### src/rtl/gpio_port_pkg.sv
package gpio_port_pkg;

  localparam logic [1:0] OFF_CFG = 2'd0;
  localparam logic [1:0] OFF_DAT = 2'd1;
  localparam logic [1:0] OFF_PIN = 2'd2;

  localparam int PIN_WDOG   = 1;
  localparam int PIN_INONLY = 6;
  localparam int PIN_OSC    = 7;
  localparam int BIT_IDLE   = 6;
  localparam int BIT_HALT   = 7;
  localparam int BIT_ALTSK  = 6;
  localparam int BIT_CLKDLY = 7;

  typedef enum logic [1:0] {
    PM_FLOAT  = 2'b00,
    PM_PULLUP = 2'b01,
    PM_DRV0   = 2'b10,
    PM_DRV1   = 2'b11
  } pad_mode_e;

  typedef struct packed {
    logic oe;
    logic out;
    logic pu;
  } pad_ctl_t;

  function automatic pad_ctl_t pad_decode(input logic dir_bit, input logic val_bit);
    pad_ctl_t c;
    c = '0;
    case (pad_mode_e'({dir_bit, val_bit}))
      PM_FLOAT:  c = '0;
      PM_PULLUP: c.pu = 1'b1;
      PM_DRV0:   c.oe = 1'b1;
      PM_DRV1:   begin c.oe = 1'b1; c.out = 1'b1; end
      default:   c = '0;
    endcase
    return c;
  endfunction

endpackage

### src/rtl/gpio_sync.sv
module gpio_sync #(
  parameter int W      = 8,
  parameter int STAGES = 2
) (
  input  logic         clk,
  input  logic         rst_n,
  input  logic [W-1:0] d,
  output logic [W-1:0] q
);
  logic [W-1:0] stg_q [STAGES];
  logic [W-1:0] stg_d [STAGES];

  always_comb begin
    stg_d[0] = d;
    for (int i = 1; i < STAGES; i++) stg_d[i] = stg_q[i-1];
  end

  always_ff @(posedge clk or negedge rst_n) begin
    if (!rst_n) begin
      for (int i = 0; i < STAGES; i++) stg_q[i] <= '0;
    end else begin
      for (int i = 0; i < STAGES; i++) stg_q[i] <= stg_d[i];
    end
  end

  assign q = stg_q[STAGES-1];
endmodule

### src/rtl/gpio_pad_map.sv
module gpio_pad_map
  import gpio_port_pkg::*;
#(
  parameter int W = 8
) (
  input  logic [W-1:0] dir_bits,
  input  logic [W-1:0] val_bits,
  output logic [W-1:0] oe,
  output logic [W-1:0] out,
  output logic [W-1:0] pu
);
  for (genvar i = 0; i < W; i++) begin : g_pin
    pad_ctl_t ctl;
    assign ctl    = pad_decode(dir_bits[i], val_bits[i]);
    assign oe[i]  = ctl.oe;
    assign out[i] = ctl.out;
    assign pu[i]  = ctl.pu;
  end
endmodule

### src/rtl/gpio_port_ctrl.sv
module gpio_port_ctrl
  import gpio_port_pkg::*;
#(
  parameter int W           = 8,
  parameter bit SPECIAL     = 1'b1,
  parameter bit RESET_HIGH  = 1'b0,
  parameter int SYNC_STAGES = 2
) (
  input  logic         clk,
  input  logic         rst_n,
  input  logic         bus_wr,
  input  logic [1:0]   bus_addr,
  input  logic [W-1:0] bus_wdata,
  output logic [W-1:0] bus_rdata,
  input  logic [W-1:0] pad_in,
  output logic [W-1:0] pad_oe,
  output logic [W-1:0] pad_out,
  output logic [W-1:0] pad_pu,
  input  logic         opt_wdog,
  input  logic         opt_xtal,
  input  logic         wdog_level,
  input  logic         osc_clk,
  output logic         halt_req,
  output logic         idle_req,
  output logic         wake_evt,
  output logic         alt_sk_phase,
  output logic         clk_dly_en
);
  localparam logic [W-1:0] CTRL_BITS = SPECIAL ?
    ((W'(1) << BIT_HALT) | (W'(1) << BIT_IDLE)) : '0;
  localparam logic [W-1:0] DAT_KEEP = ~CTRL_BITS;
  localparam logic [W-1:0] RST_VAL  = {W{RESET_HIGH}};

  // reset: asynchronous assert, synchronous release
  logic rs1_q, rs2_q, rst_i_n;
  always_ff @(posedge clk or negedge rst_n) begin
    if (!rst_n) begin
      rs1_q <= 1'b0;
      rs2_q <= 1'b0;
    end else begin
      rs1_q <= 1'b1;
      rs2_q <= rs1_q;
    end
  end
  assign rst_i_n = rs2_q;

  // register next-state
  logic         wr_cfg, wr_dat;
  logic [W-1:0] cfg_q, cfg_d, dat_q, dat_d;
  logic         halt_q, halt_d, idle_q, idle_d;
  logic         prev7_q, prev7_d;
  logic [W-1:0] pin_sync;

  assign wr_cfg = bus_wr && (bus_addr == OFF_CFG);
  assign wr_dat = bus_wr && (bus_addr == OFF_DAT);

  always_comb begin
    cfg_d   = bus_wdata;
    dat_d   = bus_wdata & DAT_KEEP;
    halt_d  = SPECIAL && wr_dat && bus_wdata[BIT_HALT];
    idle_d  = SPECIAL && wr_dat && bus_wdata[BIT_IDLE];
    prev7_d = pin_sync[PIN_OSC];
  end

  always_ff @(posedge clk or negedge rst_i_n) begin
    if (!rst_i_n) begin
      cfg_q   <= RST_VAL;
      dat_q   <= RST_VAL & DAT_KEEP;
      halt_q  <= 1'b0;
      idle_q  <= 1'b0;
      prev7_q <= 1'b0;
    end else begin
      if (wr_cfg) cfg_q <= cfg_d;
      if (wr_dat) dat_q <= dat_d;
      halt_q  <= halt_d;
      idle_q  <= idle_d;
      prev7_q <= prev7_d;
    end
  end

  gpio_sync #(.W(W), .STAGES(SYNC_STAGES)) u_sync (
    .clk   (clk),
    .rst_n (rst_i_n),
    .d     (pad_in),
    .q     (pin_sync)
  );

  always_comb begin
    case (bus_addr)
      OFF_CFG: bus_rdata = cfg_q;
      OFF_DAT: bus_rdata = dat_q;
      OFF_PIN: bus_rdata = pin_sync;
      default: bus_rdata = '0;
    endcase
  end

  logic [W-1:0] base_oe, base_out, base_pu;
  gpio_pad_map #(.W(W)) u_map (
    .dir_bits (cfg_q),
    .val_bits (dat_q),
    .oe       (base_oe),
    .out      (base_out),
    .pu       (base_pu)
  );

  if (SPECIAL) begin : g_special
    always_comb begin
      pad_oe  = base_oe;
      pad_out = base_out;
      pad_pu  = base_pu;
      pad_oe[PIN_INONLY]  = 1'b0;
      pad_out[PIN_INONLY] = 1'b0;
      pad_pu[PIN_INONLY]  = 1'b0;
      if (opt_wdog) begin
        pad_oe[PIN_WDOG]  = ~wdog_level;
        pad_out[PIN_WDOG] = 1'b0;
        pad_pu[PIN_WDOG]  = 1'b1;
      end
      pad_oe[PIN_OSC]  = opt_xtal;
      pad_out[PIN_OSC] = opt_xtal & osc_clk;
      pad_pu[PIN_OSC]  = 1'b0;
    end
    assign wake_evt     = ~opt_xtal & pin_sync[PIN_OSC] & ~prev7_q;
    assign alt_sk_phase = cfg_q[BIT_ALTSK];
    assign clk_dly_en   = cfg_q[BIT_CLKDLY];
  end else begin : g_plain
    assign pad_oe       = base_oe;
    assign pad_out      = base_out;
    assign pad_pu       = base_pu;
    assign wake_evt     = 1'b0;
    assign alt_sk_phase = 1'b0;
    assign clk_dly_en   = 1'b0;
  end

  assign halt_req = halt_q;
  assign idle_req = idle_q;
endmodule

### config.mk
export PLATFORM = sky130hd
export DESIGN_NAME = gpio_port_ctrl
export DESIGN_NICKNAME = d
export VERILOG_FILES = /design/src/rtl/gpio_port_pkg.sv /design/src/rtl/gpio_sync.sv /design/src/rtl/gpio_pad_map.sv /design/src/rtl/gpio_port_ctrl.sv
export SDC_FILE = /design/constraint.sdc
export NUM_CORES = 1
export LEC_CHECK = 0
export ABC_AREA = 1
export CORE_MARGIN = 5
export CORE_UTILIZATION = 44
export CTS_BUF_LIST = sky130_fd_sc_hd__clkbuf_2 sky130_fd_sc_hd__clkbuf_4 sky130_fd_sc_hd__clkbuf_8
export DETAILED_ROUTE_END_ITERATION = 10
export GPL_ROUTABILITY_DRIVEN = 0
export GPL_TIMING_DRIVEN = 1
export PLACE_DENSITY_LB_ADDON = 0.15
export SYNTH_ARGS = -nofsm -noshare
export SYNTH_HDL_FRONTEND = slang
export SYNTH_SLANG_ARGS = --single-unit
### constraint.sdc
create_clock -name clk -period 1.25 [get_ports clk]
set_input_delay 0.125 -clock clk [delete_from_list [all_inputs] [get_ports clk]]
set_output_delay 0.125 -clock clk [all_outputs]
set_load 0.05 [all_outputs]
== Word-level counts from Yosys, hierarchy flattened ==
Cells that the tools add are included.
Word-level totals
  flip-flop bits (word level): 35
  output and inout port bits: 37
Cells by class
  bitwise operators: 6
  multiplexer cells: 22
  reductions and logical operators: 11
  equal/unequal tests: 20
Operator list (count)
  $eq 2x2->1 const B: 13
  $pmux 8 s3: 1
  $mux 1: 21
  $eq 2x1->1 const B: 7
  $reduce_or 2->1: 6
  $logic_and 1x1->1: 4
  $and 1x1->1: 3
  $not 1->1: 3
  $logic_not 2->1: 1

== Depth between registers and ports, before layout ==
  depth in word-level cells: 4
  depth in mapped cells: 5
  depth with buffers taken out: 4

== Cells and area by module ==
Synthesis repeated with hierarchy kept, for this count alone.
Unflattened totals
  cell total of the unflattened synthesis: 178
  area total of the unflattened synthesis: 1544.0 µm²
Modules (own cells, without submodules)
  gpio_port_ctrl: area an instance 993.5 µm², cells each 122, instances 1
  gpio_sync: area an instance 400.4 µm², cells each 16, instances 1
  gpio_pad_map: area an instance 150.1 µm², cells each 40, instances 1

== Worst setup path after synthesis ==
OpenSTA, ideal clock, no wires.
  path type: reg-to-output
  start point: register u_sync.stg_q (netlist bit u_sync.q[7])
  end point: output port wake_evt
  cell stages (with the launch flop): 2
  data arrival time: 1.493 ns
  setup slack: -0.368 ns
  path buffers: 0
  required time: 1.125 ns
  path through: dfrtp_1 -> nor3b_1
Between the ends
  word-level cells in the longest chain between the ends: 2
Ends and longest elaborated chain
  start, declared: RTL line gpio_sync.sv:10  | logic [W-1:0] stg_q [STAGES];
  $and 1x1->1 (2 in a row): RTL line gpio_port_ctrl.sv:123  | assign wake_evt = ~opt_xtal & pin_sync[PIN_OSC] & ~prev7_q;
  end, declared: RTL line gpio_port_ctrl.sv:25  | output logic wake_evt,
No other way between the ends.

== Worst setup path after layout ==
  start point: register dat_q[1]
  end point: output port bus_rdata[1]
Between the ends
  word-level cells in the longest chain between the ends: 1
Ends and longest elaborated chain
  start, declared: RTL line gpio_port_ctrl.sv:49  | logic [W-1:0] cfg_q, cfg_d, dat_q, dat_d;
  start signal, assigned: RTL line gpio_port_ctrl.sv:68  | dat_q <= RST_VAL & DAT_KEEP;
  start signal, assigned: RTL line gpio_port_ctrl.sv:74  | if (wr_dat) dat_q <= dat_d;
  $pmux 8 s3: RTL line gpio_port_ctrl.sv:89  | case (bus_addr)
  end, declared: RTL line gpio_port_ctrl.sv:14  | output logic [W-1:0] bus_rdata,
No other way between the ends.

==> parameters.txt <==
Parameter                              Value

Yosys
  Number of unique standard cell types used by synthesis ... 17
  Total of flip-flops plus latches after synthesis ... 35
  Summed instance area of the synthesized netlist ... roughly 0.0015 sq mm
  Synthesized area per cell ... between 9 and 10 sq um
  Total number of yosys warnings ... 0
  Seq/Total Area, Yosys ... 0.5843
  Synthesized instance count ... 164

Clocking
  Maximum number of buffers from clock root to sink ... 2
  CTS Root Buffer Type ... clkbuf_4
  Clock Pin Slew Worst Setup and Hold Paths ... approximately 110 ps
  CTS Buf Count ... 5
  Number of clock sinks seen by CTS ... 35
  Source-to-sink clock delay at the later pin of the worst-skew pair ... 340 ps
  CTS H-Tree Depth ... 2
  TritonCTS clock tree ... yes

Critical path
  Critical path endpoint category ... primary output
  Worst setup path category ... reg -> out
  Arrival time reported for the critical path endpoint ... 1180 ps
  Type of origin of the critical path ... register
  Capturing point of the worst reg2reg path ... dat_q[5]
  Origin of the worst setup path ... dat_q[1]
  Source of the worst register-to-register timing path ... dat_q[5]
  Path depth of the worst reg2reg path ... 4
  Worst-path fanout max ... 3
  CP required ... ~1100 ps
  Worst Setup EP ... bus_rdata[1]
  Register-to-register setup slack ... 300 ps

Power and ir drop
  PD cells ... about 1300 mW/mm^2
  Peak supply drop ... between 0.9 and 1 mV
  Leakage power ... around 1.4 nW
  Total power consumption of the routed design ... roughly 3.7 mW

Die
  Starting density of the core ... 0.4528
  Core area ... around 0.0033 sq mm
  Num ports ... between 60 and 70
  Die Span Y ... 68.37 um
  Count of standard-cell rows ... 21
  Horizontal die dimension ... between 60 and 70 um
  Area of the die ... between 0.004 and 0.005 sq mm

Final layout
  Layout cell share with drive strength beyond 1 ... 0.5187
  Antenna cells ... 0
  Final standard cell count with taps included and fillers excluded ... roughly 290
  Commonest non-fill, non-tap cells in the layout ... 36 x nand2_1, 33 x buf_12, 27 x dfrtp_1, 22 x clkdlybuf4s50_1, 20 x nand3_2
  Leading cell type in the layout, fill and taps excluded ... nand2_1
  Net total in the final layout ... approximately 270
  P&R area growth vs syn ... 88.40%
  Filler cell count in the final layout ... roughly 180

Global routing
  Maximum number of pins on one net before global-route repair ... 34
  Vias in the first global route ... 1411
  Gr usage total ... 0.2036
  Grt total ovfl ... 0
  Wire length of the first global-routing pass ... 6851 um
  Number of antenna violations at the first check in global routing ... 0

Hold path
  Worst min-delay path category ... in -> reg
  Instance count along the most critical hold path ... 1

Drt
  Total Routed Length ... roughly 4800 um
  Drc violations ... 0
  Top routing layer used ... met4
  Starting DRC count in detailed routing ... about 130
  DRT met1 WL ... 1671 um
  Remaining antenna violation count ... 0
  Sum of met3 wire segment lengths after detailed routing ... 320 um
  Number of vias per cell ... between 5 and 6
  Number of search-and-repair iterations in the first detailed-routing pass ... 4
  Wire length on met2 ... 2742 um
  Via count ... between 1000 and 1500
  Routed wire per std cell ... about 17 um

Status
  Outcome ... finished with violations
  Violations in the final reports ... negative setup slack

Placement
  Port bufs ... 57
  Half-perimeter wire length of the detailed placement result ... slightly above 3000 um
  Number of placed instances with taps included ... around 260

STA
  Final hold violation count ... 0
  Min cycle time layout ... about 1300 ps
  Setup Viol. Count Final ... 8
  Unrepaired setup endpoints after global routing ... yes
  Maximum clock frequency ... about 760 MHz
  Worst-case clock skew ... approximately 6 ps
  Final count of pins violating max slew ... 0
  Part of the cycle the worst path needs ... 1.046
  Fin worst setup slack ... -57.76 ps

Run
  Max-Cap Viols ... 0
-- layout make-up --
| cell class | count | area [sq um] | area share |
|---|---|---|---|
| inverter | 17 | 67.56 | 0.02393 |
| clock inverter | 1 | 7.507 | 0.002658 |
| multi-input combinational | 99 | 636.9 | 0.2255 |
| sequential | 35 | 885.9 | 0.3137 |
| tap | 46 | 57.56 | 0.02038 |
| timing repair buffer | 82 | 1104 | 0.3908 |
| clock buffer | 7 | 65.06 | 0.02304 |
-- flip-flops by register name, summed over array words and instances, names as in the netlist --
signal,flops
prev7_q,1
rs1_q,1
rs2_q,1
u_sync.q,8
dat_q,6
idle_req,1
halt_req,1
u_sync.stg_d,8
cfg_q,8
-- routing by layer --
layer / vias up / global-route usage
met2: 75 / 0.3718
met5: - / 0
li1: 654 / -
met3: 10 / 0.05747
met4: 0 / 0.06948
met1: 714 / 0.2242
-- worst max-delay path, cell delays in order (launching register included) --
cell and delay [ps]:
dfrtp_1 440, nand3_1 140, nand3_2 110, buf_12 160
-- where the power goes --
part | leakage, nW | internal, mW | switching (mW)
clock | 0.0375 | 0.329 | 0.383
sequential | 0.414 | 1.24 | 0.137
combinational | 0.900 | 0.748 | 0.863
total | 1.35 | 2.32 | 1.38
-- cell usage after synthesis, drive strengths merged --
master	count	area [sq um]
inv	17	63.81
nor3b	1	7.510
clkbuf	5	18.77
nand2	46	175.2
nand4	6	37.54
buf	12	92.59
dfrtp	35	875.8
nor2	9	50.05
nand3	29	160.2
conb	2	7.510
o21ai	2	10.01
-- stage by stage --
step | utilization | cell area (sq um) | hold WS [ps] | setup TNS, ps | setup slack [ps]
after CTS | 0.8201 | 2715 | 206.6 | -185.2 | -35.53
after global routing | 0.8530 | 2824 | 201.3 | -870.4 | -93.72
after global placement | 0.7362 | 2437 | 269.6 | -3445 | -235.3
after detailed placement | 0.7362 | 2437 | 275.9 | -4066 | -269.0
final | 0.8530 | 2824 | 217.4 | -332.9 | -57.76
after floorplan | - | 1515 | -170.6 | 0 | 14.33
-- worst min-delay path by stage --
| stage | end | start |
|---|---|---|
| after floorplan | rs1_q | rst_n |
| after global placement | cfg_q[4] | rs2_q |
| after detailed placement | dat_q[4] | rs2_q |
| after CTS | u_sync.stg_d[6] | pad_in[6] |
| after global routing | u_sync.stg_d[0] | pad_in[0] |
| final | u_sync.stg_d[1] | pad_in[1] |
-- timing repair --
action / 4_1_cts / 5_1_grt
hold buffers: 1 / 0
setup endpoints to repair: 21 / 23
gates resized for setup: 42 / 24
pin swaps: 10 / 15
cloned: 0 / 1
setup buffers: 7 / 7
hold endpoints to repair: 2 / 0
-- kinds of logic after synthesis --
| logic type | count (synthesis) | synth area share |
|---|---|---|
| and+or+nand+nor | 91 | 0.2872 |
| AOI/OAI and AO/OA | 2 | 0.006678 |
| DFF | 35 | 0.5843 |
| other | 2 | 0.005010 |
| buffers and inverters | 34 | 0.1169 |
No activity file was read; power rests on OpenSTA's default activity.
